`config.mk`:
```
export PLATFORM = sky130hd
export DESIGN_NAME = bank_state_tracker
export DESIGN_NICKNAME = d
export VERILOG_FILES = /design/src/rtl/bank_state_tracker.sv
export SDC_FILE = /design/constraint.sdc
export NUM_CORES = 1
export LEC_CHECK = 0
export ABC_AREA = 1
export CORE_MARGIN = 1.5
export CORE_UTILIZATION = 51
export DETAILED_ROUTE_END_ITERATION = 8
export GPL_TIMING_DRIVEN = 0
export HOLD_SLACK_MARGIN = 0.1
export PLACE_DENSITY_LB_ADDON = 0.2
export SLEW_MARGIN = 15
export SYNTH_ARGS = -nofsm -noshare
export SYNTH_HDL_FRONTEND = slang
export SYNTH_SLANG_ARGS = --single-unit
```
`constraint.sdc`:
```
create_clock -name clk -period 2.7 [get_ports clk]
set_clock_uncertainty 0.2 [all_clocks]
set_input_delay 0.54 -clock clk [delete_from_list [all_inputs] [get_ports clk]]
set_output_delay 0.54 -clock clk [all_outputs]
set_load 0.01 [all_outputs]
```
`src/rtl/bank_state_tracker.sv`:
```
module bank_state_tracker #(
  parameter int NB    = 4,
  parameter int ROW_W = 13,
  parameter int T_RCD = 3,
  parameter int T_RP  = 3,
  parameter int T_RAS = 8,
  parameter int T_RRD = 2,
  parameter int T_WTR = 2,
  parameter int BURST = 2,
  localparam int BW = (NB > 1) ? $clog2(NB) : 1
) (
  input  logic                  clk,
  input  logic                  rst_n,
  input  logic [2:0]            cmd,
  input  logic [BW-1:0]         bank,
  input  logic [ROW_W-1:0]      row,
  input  logic                  a10,
  output logic                  accept,
  output logic                  reject,
  output logic [1:0]            reason,
  output logic [NB-1:0]         bank_open,
  output logic [NB*ROW_W-1:0]   open_row,
  output logic [NB-1:0]         ap_fire
);
  localparam int CW = $clog2(T_RCD + T_RP + T_RAS + T_RRD + T_WTR + BURST + 1);
  localparam logic [2:0] C_NOP = 3'd0, C_ACT = 3'd1, C_RD = 3'd2,
                         C_WR = 3'd3, C_PRE = 3'd4;
  localparam logic [1:0] RS_OK = 2'd0, RS_CLOSED = 2'd1,
                         RS_TIMING = 2'd2, RS_OPEN = 2'd3;

  logic [NB-1:0]    open_q, pend_q, ras_nz, usable;
  logic [ROW_W-1:0] row_q [NB];
  logic [CW-1:0]    rcd_q [NB];
  logic [CW-1:0]    rp_q  [NB];
  logic [CW-1:0]    ras_q [NB];
  logic [CW-1:0]    apc_q [NB];
  logic [CW-1:0]    rrd_q, wtr_q;
  logic [1:0]       rsn;
  logic             acc;

  function automatic logic [CW-1:0] dec(input logic [CW-1:0] v);
    return (v == '0) ? '0 : v - 1'b1;
  endfunction

  for (genvar i = 0; i < NB; i++) begin : g_bank
    assign ras_nz[i]  = ras_q[i] != '0;
    assign ap_fire[i] = pend_q[i] && apc_q[i] == '0 && ras_q[i] == '0;
    assign open_row[i*ROW_W +: ROW_W] = row_q[i];
  end

  assign usable    = open_q & ~pend_q;
  assign bank_open = open_q;

  always_comb begin
    rsn = RS_OK;
    case (cmd)
      C_ACT:
        if (open_q[bank]) rsn = RS_OPEN;
        else if (rp_q[bank] != '0 || rrd_q != '0) rsn = RS_TIMING;
      C_RD, C_WR:
        if (!usable[bank]) rsn = RS_CLOSED;
        else if (rcd_q[bank] != '0 || (cmd == C_RD && wtr_q != '0)) rsn = RS_TIMING;
      C_PRE:
        if (a10) begin
          if (|(usable & ras_nz)) rsn = RS_TIMING;
        end else if (usable[bank] && ras_nz[bank]) rsn = RS_TIMING;
      default: rsn = RS_OK;
    endcase
  end

  assign acc    = (cmd != C_NOP) && (rsn == RS_OK);
  assign accept = acc;
  assign reject = (cmd != C_NOP) && (rsn != RS_OK);
  assign reason = rsn;

  always_ff @(posedge clk) begin
    if (!rst_n) begin
      open_q <= '0;
      pend_q <= '0;
      rrd_q  <= '0;
      wtr_q  <= '0;
      for (int i = 0; i < NB; i++) begin
        row_q[i] <= '0;
        rcd_q[i] <= '0;
        rp_q[i]  <= '0;
        ras_q[i] <= '0;
        apc_q[i] <= '0;
      end
    end else begin
      rrd_q <= dec(rrd_q);
      wtr_q <= dec(wtr_q);
      if (acc && cmd == C_ACT) rrd_q <= CW'(T_RRD - 1);
      if (acc && cmd == C_WR)  wtr_q <= CW'(BURST + T_WTR - 1);
      for (int i = 0; i < NB; i++) begin
        rcd_q[i] <= dec(rcd_q[i]);
        rp_q[i]  <= dec(rp_q[i]);
        ras_q[i] <= dec(ras_q[i]);
        apc_q[i] <= dec(apc_q[i]);
        if (ap_fire[i]) begin
          open_q[i] <= 1'b0;
          pend_q[i] <= 1'b0;
          rp_q[i]   <= CW'(T_RP - 1);
        end
        if (acc) begin
          case (cmd)
            C_ACT:
              if (bank == BW'(i)) begin
                open_q[i] <= 1'b1;
                row_q[i]  <= row;
                rcd_q[i]  <= CW'(T_RCD - 1);
                ras_q[i]  <= CW'(T_RAS - 1);
              end
            C_RD, C_WR:
              if (bank == BW'(i) && a10) begin
                pend_q[i] <= 1'b1;
                apc_q[i]  <= CW'(BURST - 1);
              end
            C_PRE:
              if ((a10 || bank == BW'(i)) && usable[i]) begin
                open_q[i] <= 1'b0;
                rp_q[i]   <= CW'(T_RP - 1);
              end
            default: ;
          endcase
        end
      end
    end
  end
endmodule


```
==> metrics list <==
* Number of distinct library cells after synthesis: 41
* Utilization after layout: 68.1%
* Total CTS buffers: 17
- Maximum vdd ir drop: 0.000466 V
- Yosys printed 0 warnings.
- The detailed router finished its first iteration with 443 violations.
- Most frequent cells in the layout: 153 x sky130_fd_sc_hd__nor2_1, 112 x sky130_fd_sc_hd__nand2_1, 112 x sky130_fd_sc_hd__edfxtp_1
* Status: finished, violations left
* Startpoint of the tightest hold check path: rp_q[3][0]
- Cell area after synthesis: 0.00747 mm2
* Global router's overall resource usage: 23.3%
- Final number of max-transition violations: 0
- At the placement stage, the worst setup path has a slack of -1.15 ns.
- Clock root buffer: sky130_fd_sc_hd__clkbuf_16
- For hold timing, the worst endpoint is rp_q[3][0].
* Simple-gate portion of the synthesized area: 24.1%
- The core region is 0.0144 mm2.
* Number of primary I/O pins: 85
* Post-Route WL: 16900 um
- TritonCTS clock tree: built
- After layout, the design draws a total of 6.90 mW.
- The pre-antenna-repair detailed-routing pass consisted of 5 iterations.
- Along the worst hold path, the cell count comes to 1.
* Tightest Hold Check Type: reg -> reg
* Worst setup slack for register-to-register paths: 0.08 ns
- Antenna-violating nets left: 0
* CP startpoint kind: flip-flop
* Final period demand of the worst path: 2.88 ns
- At the end of the flow, the number of nets in the layout was 1043.
- Clock-pin slew on the worst setup and hold paths: 0.06 ns
- Placed wire-length estimate: 11700 um
- After global routing the overflow that remains totals 0.
- Vias/cell: 4.89
- In the synthesized netlist the dominant register cell turns out to be sky130_fd_sc_hd__edfxtp_1.
* Share of synthesized flip-flops with an asynchronous set or reset: 0%
- Of the post-synthesis cell area, the part taken by muxes is 0%.
- The initialized floorplan defines 44 standard-cell rows.
- Fraction of final layout cells sized beyond drive strength 1: 15.2%
- Detailed-route DRC error count: 0
- Max Freq: 347 MHz
* Full die area: 0.0154 mm2
* Actual transition at the worst max-transition pin: 0.787 ns
- Sort of element at the end of the critical path: output port
* Static Leak: 4.28 nW
- Most common cell after layout, fill and taps aside: sky130_fd_sc_hd__nor2_1
* Count of port buffers added during placement: 83
* Dominant combinational cell family by area after synthesis: simple AND/OR/NAND/NOR gates
- Largest net degree at the start of global routing: 17
- The H-tree generated during clock tree synthesis spans 4 levels.
* Worst slew margin: 47.5%
- After synthesis, the largest area contributor takes up 45.0% of total cell area.
- Along the worst path, the maximum fanout reaches 3.
- Ant diodes: 0
- Fillers: 1152
* Type of the worst setup path: reg -> out
- Unrepaired setup endpoints after global routing: yes
- Clock latency on the worst-skew pair, taken at its later pin, is 0.43 ns.
- Worst endpoint data arrival time: 2.14 ns
- Number of antenna violations at the first check in global routing: 0
- Hold-fix buffer count after cts: 0
- The routed layout has 5824 vias.
- Worst reg2reg path depth: 16
* Violations in the final reports: negative setup slack
- The final critical path takes up 107% of the cycle.
- The first global-routing pass estimated 26800 um of wire.
- Counting flops and latches in the post-synthesis netlist gives 150.
* Main area contributors after synthesis: sky130_fd_sc_hd__edfxtp_1 45%, sky130_fd_sc_hd__dfxtp_1 10%, sky130_fd_sc_hd__nor2_1 8.1%, sky130_fd_sc_hd__nand2_1 6.3%, sky130_fd_sc_hd__inv_1 5.9%
* Layout-stage area growth over the synthesis result: 31.4%
- Number of flops mapped to enable cells by yosys: 112
* Number of standard cells after synthesis: 805
- Routability-driven placement finished with a final weighted congestion of 0.908.
- For this configuration, the core starts out at a cell density of 51.8%.
- Sequential elements use 55.2% of the synthesized area.
- Via count of the first global-routing pass: 5464
- Data on the critical path is required at its endpoint by 1.96 ns.
- The synthesized netlist devotes 5.04% of its cell area to XOR and XNOR gates.
- CTS saw 150 sinks.
- Summing the areas of all fa, ha and maj instances in the mapped netlist gives 4.69% of the synthesized area.
- Setup Viol. Count Final: 3
- Averaged over all synthesized cells, the footprint is 9.29 um2.
* Total negative slack: -0.374 ns
- Die X: 124 um
- Critical R2R Launch: ras_q[2][1]
* Cell type contributing the most total cell area after synthesis: sky130_fd_sc_hd__edfxtp_1
- Final Hold Viols: 0
- Once routing completed, OpenROAD measured the worst setup slack at -0.181 ns.
- The endpoint identified for the worst register-to-register timing path is row_q[0][9].
* Deepest clock path buffer count: 2
- Area fraction in compound gates after synthesis: 3.98%
- In the final routed layout, each cell accounts on average for 14.2 um.
- Die Y-Extent: 124 um
- Max-cap violations: 0
* Power density over the cells: 703 mW/mm2
[flip-flops by register name, indices dropped and copies added, names as in the netlist]
name	flops
pend_q	4
wtr_q	5
bank_open	4
rp_q	20
apc_q	20
rrd_q	5
rcd_q	20
ras_q	20
row_q	52
[synth_stat cells (2+ instances only)]
| library cell | count |
|---|---|
| sky130_fd_sc_hd__xor2_1 | 21 |
| sky130_fd_sc_hd__nand2_2 | 2 |
| sky130_fd_sc_hd__nand3_4 | 3 |
| sky130_fd_sc_hd__o31ai_1 | 3 |
| sky130_fd_sc_hd__inv_2 | 5 |
| sky130_fd_sc_hd__and3_1 | 2 |
| sky130_fd_sc_hd__nand2_1 | 126 |
| sky130_fd_sc_hd__nand4_4 | 2 |
| sky130_fd_sc_hd__inv_1 | 117 |
| sky130_fd_sc_hd__ha_1 | 28 |
| sky130_fd_sc_hd__buf_4 | 3 |
| sky130_fd_sc_hd__nand3_2 | 2 |
| sky130_fd_sc_hd__nor2_8 | 2 |
| sky130_fd_sc_hd__dfxtp_1 | 38 |
| sky130_fd_sc_hd__nand4_1 | 5 |
| sky130_fd_sc_hd__buf_2 | 3 |
| sky130_fd_sc_hd__nor3_1 | 19 |
| sky130_fd_sc_hd__nand3_1 | 49 |
| sky130_fd_sc_hd__clkbuf_1 | 3 |
| sky130_fd_sc_hd__a21oi_1 | 17 |
| sky130_fd_sc_hd__xnor2_1 | 22 |
| sky130_fd_sc_hd__edfxtp_1 | 112 |
| sky130_fd_sc_hd__nor2_2 | 12 |
| sky130_fd_sc_hd__or2_2 | 3 |
| sky130_fd_sc_hd__nand3b_1 | 5 |
| sky130_fd_sc_hd__o21ai_1 | 2 |
| sky130_fd_sc_hd__o21ai_0 | 25 |
| sky130_fd_sc_hd__nor2_1 | 161 |
[where the power goes]
part           internal, mW  total (mW)  switching (mW)  leakage, nW
Clock                  1.44        2.37           0.931        0.285
Sequential             2.77        2.92           0.147         1.46
Combinational         0.683        1.61           0.929         2.53
[final cells by class]
class,instances,area (um2),area share [%]
inverter,122,458,4.66
clock buffer,22,474,4.83
buffer,11,71.3,0.726
timing repair buffer,108,1020,10.4
multi-input combinational,584,3320,33.8
clock inverter,10,121,1.24
tap,184,230,2.34
sequential,150,4120,42.0
[logic make-up (layout without fill, tap and decap cells)]
kind of cell,after synthesis,after routing
AO/OA/AOI/OAI,53,53
adder cells (fa/ha/maj),28,28
flip-flops,150,150
AND/OR/NAND/NOR,397,400
XOR/XNOR,43,43
other,1,60
buffers and inverters,133,273
[stage by stage]
step	instances	hold WS [ns]	instance area (um2)
global route	1191	0.236	9820
finish	1191	0.211	9820
detailed placement	1131	0.204	8760
floorplan	864	0.193	7700
global placement	1131	0.201	8760
CTS	1185	0.213	9710
[critical path, cell delays in order, from the launching register on]
cell                       delay, ns
sky130_fd_sc_hd__edfxtp_1       0.40
sky130_fd_sc_hd__inv_2          0.08
sky130_fd_sc_hd__ha_1           0.14
sky130_fd_sc_hd__inv_1          0.06
sky130_fd_sc_hd__nor2_2         0.11
sky130_fd_sc_hd__nand3_1        0.15
sky130_fd_sc_hd__nand2_1        0.09
sky130_fd_sc_hd__nor2_1         0.05
sky130_fd_sc_hd__nand2_1        0.05
sky130_fd_sc_hd__nand2_1        0.05
sky130_fd_sc_hd__nand2_2        0.11
sky130_fd_sc_hd__nand4_4        0.14
sky130_fd_sc_hd__nor2_8         0.16
sky130_fd_sc_hd__buf_6          0.12
[how the worst max path moves through the flow]
stage / from / end / slack, ns / depth (start not counted)
final: ras_q[2][1] / accept / -0.18 / 13
after global routing: ras_q[2][1] / accept / -0.28 / 13
after CTS: ras_q[0][1] / accept / -0.21 / 13
after detailed placement: bank[1] / row_q[1][9] / -1.15 / 13
after global placement: bank[1] / row_q[1][12] / -1.11 / 13
after floorplan: cmd[2] / row_q[0][0] / 0.05 / 9
[layer usage]
metal / wire length, um / share of wire (%) / vias to the layer above / global-route usage, %
met3: 1050 / 6.2 / 22 / 5.59
met2: 8290 / 49 / 184 / 38.3
met5: 0 / 0 / - / 0
met1: 7330 / 43 / 2694 / 30.6
met4: 278 / 1.6 / 0 / 7.32
li1: - / - / 2924 / -
[what timing repair did]
action | CTS | global route
gates resized for setup | 82 | 27
cloned | 3 | 0
pin swaps | 16 | 10
endpoints found under the setup margin | 166 | 130
buffers inserted | 19 | 7
(Power assumes the default switching activity.)
